$ cat src/rtl/rcr_pkg.sv
// Shared bit positions and masks for the reset cause register.
// Assumes a 32-bit data word; bit positions are fixed by software.
package rcr_pkg;
    localparam int unsigned DATA_W   = 32;
    localparam int unsigned B_POR    = 31;
    localparam int unsigned B_SPOR   = 30;
    localparam int unsigned B_SXIR   = 29;
    localparam int unsigned B_BPOR   = 28;
    localparam int unsigned B_BXIR   = 27;
    localparam logic [DATA_W-1:0] M_W1C = (32'd1 << B_POR) | (32'd1 << B_BPOR) | (32'd1 << B_BXIR);
    localparam logic [DATA_W-1:0] M_W1S = (32'd1 << B_SPOR) | (32'd1 << B_SXIR);
    localparam logic [DATA_W-1:0] POR_ONLY = 32'd1 << B_POR;
endpackage

$ cat src/rtl/rcr_decode.sv
// Address decoder: matches the 8-byte window at BASE_ADDR and selects
// the upper word (address bit 2 set). Assumes BASE_ADDR is 8-byte aligned.
module rcr_decode #(
    parameter int unsigned ADDR_W    = 16,
    parameter logic [ADDR_W-1:0] BASE_ADDR = 16'hF020
) (
    input  logic              sel,
    input  logic              wr,
    input  logic [ADDR_W-1:0] addr,
    output logic              wr_hit,
    output logic              rd_hit
);
    localparam logic [ADDR_W-1:0] LOW_MASK = ADDR_W'(7);
    localparam logic [ADDR_W-1:0] WORD_SEL = ADDR_W'(4);

    logic in_win;

    // Window match plus upper-word select
    always_comb begin
        in_win = ((addr & ~LOW_MASK) == (BASE_ADDR & ~LOW_MASK)) && ((addr & WORD_SEL) != '0);
        wr_hit = sel && wr && in_win;
        rd_hit = sel && !wr && in_win;
    end
endmodule

$ cat src/rtl/rcr_boot_count.sv
// Counts system resets since power-up or since the last soft power-on
// request; saturates at its maximum. first_boot flags a zero count.
module rcr_boot_count #(
    parameter int unsigned CNT_W = 4
) (
    input  logic             clk,
    input  logic             rst_n,
    input  logic             sys_rst,
    input  logic             rearm,
    output logic             first_boot,
    output logic [CNT_W-1:0] cnt
);
    localparam logic [CNT_W-1:0] CNT_MAX = '1;

    logic [CNT_W-1:0] cnt_q;

    // Re-arm wins over counting; count stops at CNT_MAX
    always_ff @(posedge clk) begin
        if (!rst_n)                          cnt_q <= '0;
        else if (rearm)                      cnt_q <= '0;
        else if (sys_rst && cnt_q != CNT_MAX) cnt_q <= cnt_q + 1'b1;
    end

    assign first_boot = (cnt_q == '0);
    assign cnt        = cnt_q;
endmodule

$ cat src/rtl/rcr_status.sv
// Status/request word: power-on load, write-one-to-clear cause bits,
// write-one-to-set request bits, then button sets (highest priority).
module rcr_status
    import rcr_pkg::*;
(
    input  logic              clk,
    input  logic              rst_n,
    input  logic              load_por,
    input  logic              wr_en,
    input  logic [DATA_W-1:0] wdata,
    input  logic              btn_por,
    input  logic              btn_xir,
    output logic [DATA_W-1:0] q
);
    logic [DATA_W-1:0] q_r, nxt;

    // Next-state merge in priority order
    always_comb begin
        nxt = load_por ? POR_ONLY : q_r;
        if (wr_en) begin
            nxt = nxt & ~(wdata & M_W1C);
            nxt = nxt | (wdata & M_W1S);
        end
        if (btn_por) nxt[B_BPOR] = 1'b1;
        if (btn_xir) nxt[B_BXIR] = 1'b1;
    end

    // State register
    always_ff @(posedge clk) begin
        if (!rst_n) q_r <= '0;
        else        q_r <= nxt;
    end

    assign q = q_r;
endmodule

$ cat src/rtl/rst_cause_reg.sv
// Top: reset cause / soft reset request register on a register bus.
// Assumes single-cycle bus accesses and a one-cycle sys_rst per reset.
module rst_cause_reg
    import rcr_pkg::*;
#(
    parameter int unsigned ADDR_W    = 16,
    parameter logic [ADDR_W-1:0] BASE_ADDR = 16'hF020,
    parameter int unsigned CNT_W     = 4
) (
    input  logic              clk,
    input  logic              rst_n,
    input  logic              sys_rst,
    input  logic              btn_por,
    input  logic              btn_xir,
    input  logic              bus_sel,
    input  logic              bus_wr,
    input  logic [ADDR_W-1:0] bus_addr,
    input  logic [31:0]       bus_wdata,
    output logic [31:0]       bus_rdata,
    output logic              rst_req
);
    logic             wr_hit, rd_hit, first_boot, soft_por, req_set;
    logic [CNT_W-1:0] boot_cnt;
    logic [31:0]      status_q;

    rcr_decode #(.ADDR_W(ADDR_W), .BASE_ADDR(BASE_ADDR)) u_dec (
        .sel(bus_sel), .wr(bus_wr), .addr(bus_addr),
        .wr_hit(wr_hit), .rd_hit(rd_hit)
    );

    assign soft_por = wr_hit && bus_wdata[B_SPOR];
    assign req_set  = wr_hit && (bus_wdata[B_SPOR] || bus_wdata[B_SXIR]);

    rcr_boot_count #(.CNT_W(CNT_W)) u_cnt (
        .clk(clk), .rst_n(rst_n), .sys_rst(sys_rst), .rearm(soft_por),
        .first_boot(first_boot), .cnt(boot_cnt)
    );

    rcr_status u_stat (
        .clk(clk), .rst_n(rst_n), .load_por(sys_rst && first_boot),
        .wr_en(wr_hit), .wdata(bus_wdata),
        .btn_por(btn_por), .btn_xir(btn_xir), .q(status_q)
    );

    // One-cycle reset request after a soft request write
    always_ff @(posedge clk) begin
        if (!rst_n) rst_req <= 1'b0;
        else        rst_req <= req_set;
    end

    // Read mux: register only on a matching read
    assign bus_rdata = rd_hit ? status_q : '0;
endmodule

$ cat config.mk
export PLATFORM = sky130hd
export DESIGN_NAME = rst_cause_reg
export DESIGN_NICKNAME = d
export VERILOG_FILES = /design/src/rtl/rcr_pkg.sv /design/src/rtl/rcr_decode.sv /design/src/rtl/rcr_boot_count.sv /design/src/rtl/rcr_status.sv /design/src/rtl/rst_cause_reg.sv
export SDC_FILE = /design/constraint.sdc
export NUM_CORES = 1
export LEC_CHECK = 0
export BUFFER_PORTS_ARGS = -buffer_cell sky130_fd_sc_hd__buf_2
export CAP_MARGIN = 20
export CORE_ASPECT_RATIO = 1.1
export CORE_MARGIN = 2
export CORE_UTILIZATION = 34
export DETAILED_ROUTE_END_ITERATION = 10
export PLACE_DENSITY = 0.9
export REMOVE_ABC_BUFFERS = 1
export SYNTH_ARGS = -nofsm -noshare
export SYNTH_HDL_FRONTEND = slang
export SYNTH_SLANG_ARGS = --single-unit
$ cat constraint.sdc
create_clock -name clk -period 1.38 [get_ports clk]
set_input_delay 0.069 -clock clk [delete_from_list [all_inputs] [get_ports clk]]
set_output_delay 0.069 -clock clk [all_outputs]
set_load 0.05 [all_outputs]
### Word level (Yosys, flattened, before mapping)

Cells that the tools add are included.

* register bits: 37
* latch bits: 0
* memory bits (writable): 0
* ROM bits: 0
* input bits: 55
* output and inout bits: 33
* word-level logic and storage cells: 28
* memories kept: 0

* add/subtract/negate cells: 1
* multipliers: 0
* divide/modulo/power cells: 0
* magnitude comparators: 0
* equality and inequality tests: 2
* shifts and indexed selects: 0
* muxes and demuxes: 5
* bitwise operators: 4
* reductions and logical operators: 13

Operator list (number)
* $mux W32: 3
* $and A32 B32 Y32: 1
* $not A32 Y32: 1
* $or A32 B31 Y32: 1
* $eq A13 B13 Y1 const B: 1
* $logic_and A1 B1 Y1: 9
* $add A4 B1 Y4 const B: 1
* $logic_not A4 Y1: 1
* $ne A4 B4 Y1 const B: 1
* $mux W1: 2
* $reduce_or A2 Y1: 1
* $logic_not A1 Y1: 1
* $logic_or A1 B1 Y1: 1
* $not A1 Y1: 1

### Longest topological paths before layout

Gate-level depths: netlist of run 1.

* depth after elaboration: 7
* gate-level depth with buffers: 5
* mapped depth without buffers: 5

### Modules after synthesis

Synthesis of run 1 repeated with hierarchy kept, for this count alone.

* cell total of the unflattened synthesis: 118
* area, all modules: 957.2 µm²

By module, submodules not included
* rcr_status: times used 1, cells each 46, area an instance 380.4 µm², sequential area each 100.1 µm²
* rst_cause_reg: times used 1, cells each 39, area an instance 297.8 µm², sequential area each 20.0 µm²
* rcr_boot_count: times used 1, cells each 26, area an instance 215.2 µm², sequential area each 80.1 µm²
* rcr_decode: times used 1, cells each 7, area an instance 63.8 µm², sequential area each 0.0 µm²

### Worst setup path before layout of run 1

No wires, ideal clock.

* path kind: input port to output port
* from: input port bus_addr[4]
* to: output port bus_rdata[27]
* arrival: 1.416 ns
* data required time: 1.311 ns
* setup slack: -0.105 ns
* cell stages on the path: 3
* buffers on the path: 0
* cell sequence: or4b_4 > nor4_4 > and2_1

* longest elaborated chain between the ends: 4

RTL lines
* start, declared: RTL line rst_cause_reg.sv:17 `input logic [ADDR_W-1:0] bus_addr,`
* $eq A13 B13 Y1: RTL line rcr_decode.sv:20 `in_win = ((addr & ~LOW_MASK) == (BASE_ADDR & ~LOW_MASK)) && ((addr & WORD_SEL) != '0);`
* $logic_and A1 B1 Y1: RTL line rcr_decode.sv:20
* $logic_and A1 B1 Y1: RTL line rcr_decode.sv:22 `rd_hit = sel && !wr && in_win;`
* $mux W32: RTL line rst_cause_reg.sv:52 `assign bus_rdata = rd_hit ? status_q : '0;`
* end, declared: RTL line rst_cause_reg.sv:19 `output logic [31:0] bus_rdata,`

No other way between the ends.

### Worst setup path in the final report of run 1

* from: input port bus_addr[10]
* to: output port bus_rdata[28]

The elaborated chain is that of the path after synthesis.

==> results of run 1 <==
-- path summary, 6_finish.rpt --
kind | from | to | slack, ns | depth (start not counted)
max reg2reg | u_cnt.cnt[0]$_SDFFE_PP0P_ | u_cnt.cnt[1]$_SDFFE_PP0P_ | 0.16 | 4
min reg2reg | u_stat.q[31]$_SDFF_PN0_ | u_stat.q[31]$_SDFF_PN0_ | 0.47 | 2
max | bus_addr[10] | bus_rdata[28] | -0.17 | 5
min | bus_wdata[31] | u_stat.q[31]$_SDFF_PN0_ | 0.004 | 2
-- synthesized netlist by cell type, drive strengths merged --
cell     count  share of area (%)
and4b        1                1.2
or4b         2                3.3
a311oi       2                2.1
nand4        2                1.5
a221oi       3                3.2
nand2        3                1.4
nand4b       2                2.1
and2         5                3.8
nand2b       1               0.76
mux2i        1                1.2
a211oi       1               0.91
o211a        1                1.2
inv          7                3.2
conb         1               0.45
a21oi        3                1.8
nor4b        2                2.1
or4bb        1                1.8
buf         27                 25
nor4bb       1                1.2
dfxtp       10                 24
and3         1               0.76
a21o         1               0.91
ha           2                3.0
o311ai       1                1.1
o21ai        4                2.4
nand4bb      1                1.4
nand3        5                3.0
nor4         2                5.2
-- critical path, cell delays in order --
cell and delay (ns):
buf_6 0.09, or4b_4 0.55, nor4_4 0.40, and2_1 0.20, buf_6 0.16
-- per-stage QoR --
stage	cell area, um2	setup slack [ns]	power, mW	util, %
2_1_floorplan	719	-0.105	0.514	-
3_3_place_gp	935	-0.219	0.570	41.1
3_5_place_dp	935	-0.239	0.574	41.1
4_1_cts	1030	-0.163	0.775	45.2
5_1_grt	1050	-0.225	0.818	46.1
6_report	1050	-0.166	0.781	46.1
-- per-layer routing --
metal	GRT usage (%)	wire, um	vias up
li1	-	-	364
met1	11.1	567	339
met2	26.9	1010	46
met3	2.15	161	3
met4	6.95	29	0
met5	0	0	-
-- what timing repair did --
item / 4_1_cts / 5_1_grt
hold endpoints to repair: 2 / 0
setup endpoints to repair: 5 / 6
resized for setup: 15 / 2
pin swaps: 6 / 0
cloned: 0 / 0
hold buffers: 2 / 0
buffers inserted: 0 / 0
-- cell families after synthesis --
family / Yosys count
compound gates: 16
fa+ha+maj: 2
buf+inv: 34
flops: 10
mux: 1
other cells: 1
simple gates: 29
-- cell type report --
cell class                      instances  area share, %
Sequential cell                        10           19.1
Timing Repair Buffer                   36           23.7
Inverter                                7           2.50
Clock buffer                            3           2.15
Tap cell                               30           3.58
Multi-Input combinational cell         75           49.0
-- sequential cells by signal, indices dropped and copies added, names as in the netlist --
register   flops
u_stat.q       5
u_cnt.cnt      4
rst_req        1
-- report_power, final --
| group | total [mW] | internal, mW | switching [mW] |
|---|---|---|---|
| logic | 0.277 | 0.0632 | 0.214 |
| clock network | 0.197 | 0.101 | 0.0961 |
| registers | 0.307 | 0.300 | 0.00688 |
==> impl_results.md, run 1 <==
* Grt ovf at 0
* Pwr dens at 744 nW/um2
* H-Tree Depth at 1
* Largest net degree at the start of global routing at 8
* Setup CP Type: in2out
* Synth Area in XOR/XNOR at 0%
* Die H at 55.7 um
* DR WL/cell at 11.0 um
* Peak Freq at 647 MHz
* Number of cell rows at 18
* Unrepaired setup endpoints after global routing: true
* CTS Buf Count at 3
* Post-Syn Area at 825 um2
* Status: finished with violations
* Fillers at 211
* Clk Tree Root Cell: clkbuf_4
* CTS Sinks at 10
* Starting Density at 36.2%
* Global-route wire length before repair at 2860 um
* CTS max path bufs at 2
* Tightest Hold Check Type: in2reg
* FF+latch count, synth at 10
* Failing checks: setup timing
* Tcrit/Tclk final at 112%
* Sequential area share after synthesis at 24.3%
* CP max FO at 5
* Vias in the first global route at 732
* P&R area growth vs syn at 27.3%
* Vias/cell at 4.67
* Core area at 2270 um2
* Average size of a mapped cell at 8.87 um2
* DP Wirelength at 1440 um
* PortBufs at 31
* Max-cap violations at 0
* Drt total wl at 1770 um
* Slew Viols, Final at 0
* Cells after DPL at 156
* Post-synth cell types at 28
* Sequential standard cell area at 200 um2
* Post-Synth Adder-Cell Area at 3.03%
* Die area at 2840 um2
* Routability cong. at 0.755
* Final hold vios at 0
* Combinational family with the most area after synthesis: simple AND/OR/NAND/NOR gates
* Clk slew on worst S/H paths at 0.06 ns
* Final setup viols at 5
* Worst Path Arrival at 1.48 ns
* Via count at 752
* Synth Area in Compound Gates at 13.7%
* Area of the multi-input gates at 514 um2
* Synth warn at 0
* Gate Count Post-Synth at 93
* Antenna Cells at 0
* Hold WS at 0.00431 ns
* CTS tree: done
* TNS Setup at -0.823 ns
* GRT Resource Usage Total at 13.1%
* Ports at 88
* Final ANT Viol Nets at 0
* Post-synthesis mux area share at 1.21%
* CP required at 1.31 ns
* Layout cells sized above 1 at 34.4%
* Antenna violations before repair at 0
* Simple-Gate Fraction of Synth Area at 29.6%
* Most frequent cells in the layout: conb_1 (27), buf_2 (24), dfxtp_1 (10), inv_1 (7)
* Final #Nets at 190
* Fin cells at 161
* Drt first pass iters at 4
* Setup ws final at -0.166 ns
* Clock Latency Late Sink at 0.27 ns
* Min cycle time layout at 1.55 ns
* Leakage at 0.533 nW
* 1st-iter DRT viols at 2
* Worst vdd ir at 0.643 mV
* Die Width at 51.0 um
* Startpoint Class: primary input
* Drt drc at 0
* Clock skew at 0.00218 ns
* Critical Path End Type: output port
* Commonest non-fill, non-tap cell in the layout: conb_1
Power figures use the tool's default switching activity.
==> inputs of run 2 (changes only) <==
--- a/config.mk
+++ b/config.mk
@@ -9,9 +9,9 @@
 export CAP_MARGIN = 20
 export CORE_ASPECT_RATIO = 1.1
 export CORE_MARGIN = 2
-export CORE_UTILIZATION = 34
+export CORE_UTILIZATION = 37
 export DETAILED_ROUTE_END_ITERATION = 10
-export PLACE_DENSITY = 0.9
+export PLACE_DENSITY = 0.95
 export REMOVE_ABC_BUFFERS = 1
 export SYNTH_ARGS = -nofsm -noshare
 export SYNTH_HDL_FRONTEND = slang
==> constraint.sdc (replaced) <==
create_clock -name clk -period 1.8 [get_ports clk]
set_input_delay 0.09 -clock clk [delete_from_list [all_inputs] [get_ports clk]]
set_output_delay 0.09 -clock clk [all_outputs]
set_load 0.05 [all_outputs]
==> impl_results.md, run 2 (synthesis results as in run 1) <==
* Status: finished clean
* Number of cell rows at 17 (-1)
* Hold-fix buffer count after cts at 0 (-2)
* CTS Buf Count at 3 (unchanged)
* Worst Path Arrival at 1.58 ns (+0.10 ns)
* Worst setup path startpoint: bus_addr[4]
* Die area at 2620 um2 (-7.5%)
* Combinational share of power at 33.7% (-1.8 points)
* Largest net degree at the start of global routing at 8 (unchanged)
* Postcts setup bufs at 0 (unchanged)
* Final ANT Viol Nets at 0 (unchanged)
* CTS max path bufs at 2 (unchanged)
* Startpoint Class: primary input
* Total Power at 589 uW (-25%)
* Most frequent cells in the layout: buf_2 (31), conb_1 (27), dfxtp_1 (10), inv_1 (7)
* PortBufs at 31 (unchanged)
* Grt ovf at 0 (unchanged)
* # resized after CTS at 0 (-15)
* Seq pwr share at 40.0% (+0.7 points)
* Final hold vios at 0 (unchanged)
* Commonest non-fill, non-tap cell in the layout: buf_2
* Setup CP Type: in2out
* CP max FO at 5 (unchanged)
* Global-route wire length before repair at 2700 um (-5.8%)
* Drt first pass iters at 4 (unchanged)
* TNS Setup at 0 ns (+0.823 ns)
* 1st-iter DRT viols at 17 (+15)
* CP required at 1.71 ns (+0.40 ns)
* GRT Resource Usage Total at 13.8% (+0.76 points)
* Layout cells sized above 1 at 31.0% (-3.4 points)
* Routability cong. at 0.776 (+2.7%)
* Switching pwr at 244 uW (-23%)
* Critical Path End Type: output port
* Starting Density at 40.0% (+3.7 points)
* R2R setup slack at 0.47 ns (+0.31 ns)
* CTS Sinks at 10 (unchanged)
* Drt drc at 0 (unchanged)
* Unrepaired setup endpoints after global routing: false
* Die Width at 49.0 um (-3.8%)
* Antenna violations before repair at 0 (unchanged)
* Clock Latency Late Sink at 0.27 ns (about the same)
* Core area at 2060 um2 (-9.3%)
* DP Area at 910 um2 (-2.7%)
* R2r startpoint: u_cnt.cnt[0]$_SDFFE_PP0P_
* P_int at 345 uW (-26%)
* Worst R2R Path Depth at 5 (+1)
* Leakage at 0.497 nW (-6.6%)
* Final #Nets at 185 (-2.6%)
* Tightest Hold Check Type: in2reg
* DP Wirelength at 1420 um (-0.91%)
* Clk slew on worst S/H paths at 0.06 ns (about the same)
* Max-cap violations at 0 (unchanged)
* DR WL/cell at 10.8 um (-1.4%)
* Max reg flops at 5 (unchanged)
* Final setup viols at 0 (-5)
* Antenna Cells at 0 (unchanged)
* Core Util, Final at 45.2% (-0.97 points)
* Via count at 755 (+0.40%)
* Slew Viols, Final at 0 (unchanged)
* H-Tree Depth at 1 (unchanged)
* Min cycle time layout at 1.67 ns
* Clk Tree Root Cell: clkbuf_4
* Hold WS at 0.00565 ns (+0.00135 ns)
* Pwr dens at 632 nW/um2 (-15%)
* Clock skew at 0.00371 ns (+0.00153 ns)
* Post-Layout Inst Area at 932 um2 (-11%)
* Crit path to: bus_rdata[28]
* Die H at 53.5 um (-3.8%)
* Vias in the first global route at 675 (-7.8%)
* Peak Freq at 600 MHz
* Switching share of total power at 41.4% (+0.80 points)
* CTS tree: done
* Tcrit/Tclk final at 92.6%
* Vias/cell at 4.90 (+5.0%)
* P&R area growth vs syn at 13.1%
* Worst vdd ir at 0.420 mV (-35%)
* Ports at 88 (unchanged)
* Clk pwr share at 26.3% (+1.1 points)
* R2R Path End: u_stat.q[28]$_SDFF_PN0_
* Drt total wl at 1670 um (-5.7%)
[run 2: final cells by class]
| class | instances | area [um2] |
|---|---|---|
| fill | 210 | 1130 |
| multi-input combinational | 75 | 493 |
| sequential | 10 | 200 |
| timing repair buffer | 31 | 155 |
| tap | 28 | 35.0 |
| inverter | 7 | 26.3 |
| clock buffer | 3 | 22.5 |
[run 2: worst min-delay path by stage]
stage / start / depth (start not counted) / endpoint
after global placement: bus_wdata[28] / 2 / u_stat.q[28]$_SDFF_PN0_
after floorplan: bus_wdata[30] / 1 / u_cnt.cnt[2]$_SDFFE_PP0P_
after CTS: bus_wdata[27] / 2 / u_stat.q[27]$_SDFF_PN0_
after detailed placement: bus_wdata[27] / 2 / u_stat.q[27]$_SDFF_PN0_
final: bus_wdata[27] / 2 / u_stat.q[27]$_SDFF_PN0_
after global routing: bus_wdata[27] / 2 / u_stat.q[27]$_SDFF_PN0_
[run 2: power groups by stage]
stage | Clock (mW) | Sequential, mW | Combinational, mW
floorplan | 0 | 0.239 | 0.155
global placement | 0 | 0.240 | 0.194
detailed placement | 0 | 0.241 | 0.197
CTS | 0.156 | 0.236 | 0.197
global route | 0.162 | 0.237 | 0.210
finish | 0.155 | 0.236 | 0.198
[run 2: per-stage QoR]
stage | setup WS (ns) | std cells
global placement | 0.122 | 151
global route | 0.0328 | 154
floorplan | 0.273 | 92
finish | 0.133 | 154
CTS | 0.124 | 154
detailed placement | 0.127 | 151
[run 2: critical path, cell delays in order]
cell and delay [ns]:
buf_2 0.10, or4b_4 0.57, nor4_4 0.37, and2_1 0.18, buf_2 0.26
[run 2: routing by layer]
metal / wire, um / global-route usage, % / up-vias
li1: - / - / 352
met1: 596 / 13.5 / 344
met2: 848 / 26.3 / 55
met3: 180 / 2.26 / 4
met4: 43 / 11.4 / 0
met5: 0 / 0 / -
==> inputs of run 3 (changes only) <==
--- a/config.mk
+++ b/config.mk
@@ -9,9 +9,9 @@
 export CAP_MARGIN = 20
 export CORE_ASPECT_RATIO = 1.1
 export CORE_MARGIN = 2
-export CORE_UTILIZATION = 37
+export CORE_UTILIZATION = 34
 export DETAILED_ROUTE_END_ITERATION = 10
-export PLACE_DENSITY = 0.95
+export PLACE_DENSITY = 0.9
 export REMOVE_ABC_BUFFERS = 1
 export SYNTH_ARGS = -nofsm -noshare
 export SYNTH_HDL_FRONTEND = slang
==> constraint.sdc (replaced) <==
create_clock -name clk -period 1.9 [get_ports clk]
set_input_delay 0.285 -clock clk [delete_from_list [all_inputs] [get_ports clk]]
set_output_delay 0.285 -clock clk [all_outputs]
set_load 0.05 [all_outputs]
==> impl_results.md, run 3 (synthesis results as in run 1) <==
* Total Power at 564 uW (-4.3%)
* Hold WS at 0.209 ns (+0.204 ns)
* DR WL/cell at 10.9 um (+0.53%)
* Worst vdd ir at 0.282 mV (-33%)
* Die Width at 51.0 um (+4.0%)
* CTS tree: done
* 1st-iter DRT viols at 16 (-1)
* H-Tree Depth at 1 (unchanged)
* Failing checks: setup timing
* Vias/cell at 4.71 (-3.8%)
* Layout cells sized above 1 at 37.4% (+6.5 points)
* Via count at 759 (+0.53%)
* R2r startpoint: u_cnt.cnt[0]$_SDFFE_PP0P_
* Tcrit/Tclk final at 103%
* R2R setup slack at 0.58 ns (+0.11 ns)
* Die area at 2840 um2 (+8.1%)
* Setup ws final at -0.0563 ns (-0.189 ns)
* Antenna Cells at 0 (unchanged)
* Commonest non-fill, non-tap cell in the layout: conb_1
* Drt drc at 0 (unchanged)
* WHS Endpoint: u_stat.q[28]$_SDFF_PN0_
* R2R Path End: u_stat.q[27]$_SDFF_PN0_
* Clk Tree Root Cell: clkbuf_4
* Most frequent cells in the layout: conb_1 (27), buf_2 (23), dfxtp_1 (10), inv_1 (7)
* DP Area at 935 um2 (+2.8%)
* Max-cap violations at 0 (unchanged)
* Clock Latency Late Sink at 0.26 ns (about the same)
* CP max FO at 5 (unchanged)
* Fillers at 225 (+7.1%)
* Starting Density at 36.2% (-3.7 points)
* CTS Sinks at 10 (unchanged)
* Final ANT Viol Nets at 0 (unchanged)
* Max reg flops at 5 (unchanged)
* Startpoint Class: primary input
* Worst Path Arrival at 1.67 ns (+0.09 ns)
* Ports at 88 (unchanged)
* Core Util, Final at 46.3% (+1.1 points)
* P&R area growth vs syn at 27.8%
* Final #Nets at 190 (+2.7%)
* Largest net degree at the start of global routing at 8 (unchanged)
* Final hold vios at 0 (unchanged)
* Hold path start: bus_wdata[28]
* Number of cell rows at 18 (+1)
* Core area at 2270 um2 (+10%)
* Clk slew on worst S/H paths at 0.06 ns (about the same)
* Drt total wl at 1750 um (+5.1%)
* Setup CP Type: in2out
* Worst R2R Path Depth at 5 (unchanged)
* Grt ovf at 0 (unchanged)
* Slew HR at 63.6%
* Min cycle time layout at 1.96 ns
* Status: finished with violations
* Unrepaired setup endpoints after global routing: true
* Antenna violations before repair at 0 (unchanged)
* Critical Path End Type: output port
* Global-route wire length before repair at 2660 um (-1.5%)
* DP Wirelength at 1380 um (-3.3%)
* GRT Resource Usage Total at 12.2% (-1.6 points)
* PortBufs at 31 (unchanged)
* Post-Layout Inst Area at 1050 um2 (+13%)
* Peak Freq at 511 MHz
* Routability cong. at 0.759 (-2.1%)
* CTS max path bufs at 2 (unchanged)
* Pwr dens at 535 nW/um2 (-15%)
* Slew Viols, Final at 0 (unchanged)
* Leakage at 0.541 nW (+8.9%)
* Vias in the first global route at 655 (-3.0%)
* CP required at 1.62 ns (-0.09 ns)
* Hold-fix buffer count after cts at 0 (unchanged)
* Tightest Hold Check Type: in2reg
* Clock skew at 0.00168 ns (-0.00202 ns)
* Drt first pass iters at 4 (unchanged)
* Hold Path Stages at 2 (unchanged)
* CTS Buf Count at 3 (unchanged)
* Final setup viols at 5 (+5)
* TNS Setup at -0.232 ns (-0.232 ns)
* Worst-Margin Slew at 0.538 ns
* Die H at 55.7 um (+4.0%)
[run 3: cell type report]
class / count / area (um2) / area share (%)
Clock buffer: 3 / 22.5 / 2.14
Timing Repair Buffer: 36 / 262 / 24.8
Multi-Input combinational cell: 75 / 505 / 48.0
Tap cell: 30 / 37.5 / 3.56
Inverter: 7 / 26.3 / 2.49
Sequential cell: 10 / 200 / 19.0
[run 3: how the worst max path moves through the flow]
stage	to	slack, ns	cells past startpoint	startpoint
finish	bus_rdata[30]	-0.06	6	bus_addr[6]
global route	bus_rdata[29]	-0.08	6	bus_addr[6]
CTS	bus_rdata[29]	-0.11	5	bus_addr[10]
detailed placement	bus_rdata[29]	-0.17	5	bus_addr[4]
global placement	bus_rdata[31]	-0.16	5	bus_addr[4]
floorplan	bus_rdata[27]	-0.02	3	bus_addr[4]
[run 3: worst max-delay path, stage by stage]
cell and delay [ns]:
buf_2 0.12, or4bb_4 0.55, nor4_4 0.25, buf_4 0.18, and2_4 0.15, buf_8 0.14
[run 3: what timing repair did]
action / 4_1_cts / 5_1_grt
pin swaps: 7 / 4
endpoints found under the setup margin: 5 / 5
setup buffers: 0 / 2
resized for setup: 13 / 10
[run 3: per-stage QoR]
step / std cells / setup slack (ns)
CTS: 159 / -0.108
floorplan: 92 / -0.0165
detailed placement: 156 / -0.172
finish: 161 / -0.0563
global route: 161 / -0.0824
global placement: 156 / -0.156
[run 3: power by group]
group / internal [mW] / switching (mW) / total, mW
Combinational: 0.0426 / 0.153 / 0.196
Clock: 0.0732 / 0.0709 / 0.144
Sequential: 0.218 / 0.00572 / 0.224
[run 3: per-layer routing]
layer | wire length, um | track usage [%] | vias to the layer above
met5 | 0 | 0 | -
met4 | 40 | 6.95 | 0
met3 | 210 | 3.23 | 7
met2 | 949 | 21.7 | 56
met1 | 552 | 12.6 | 334
li1 | - | - | 362
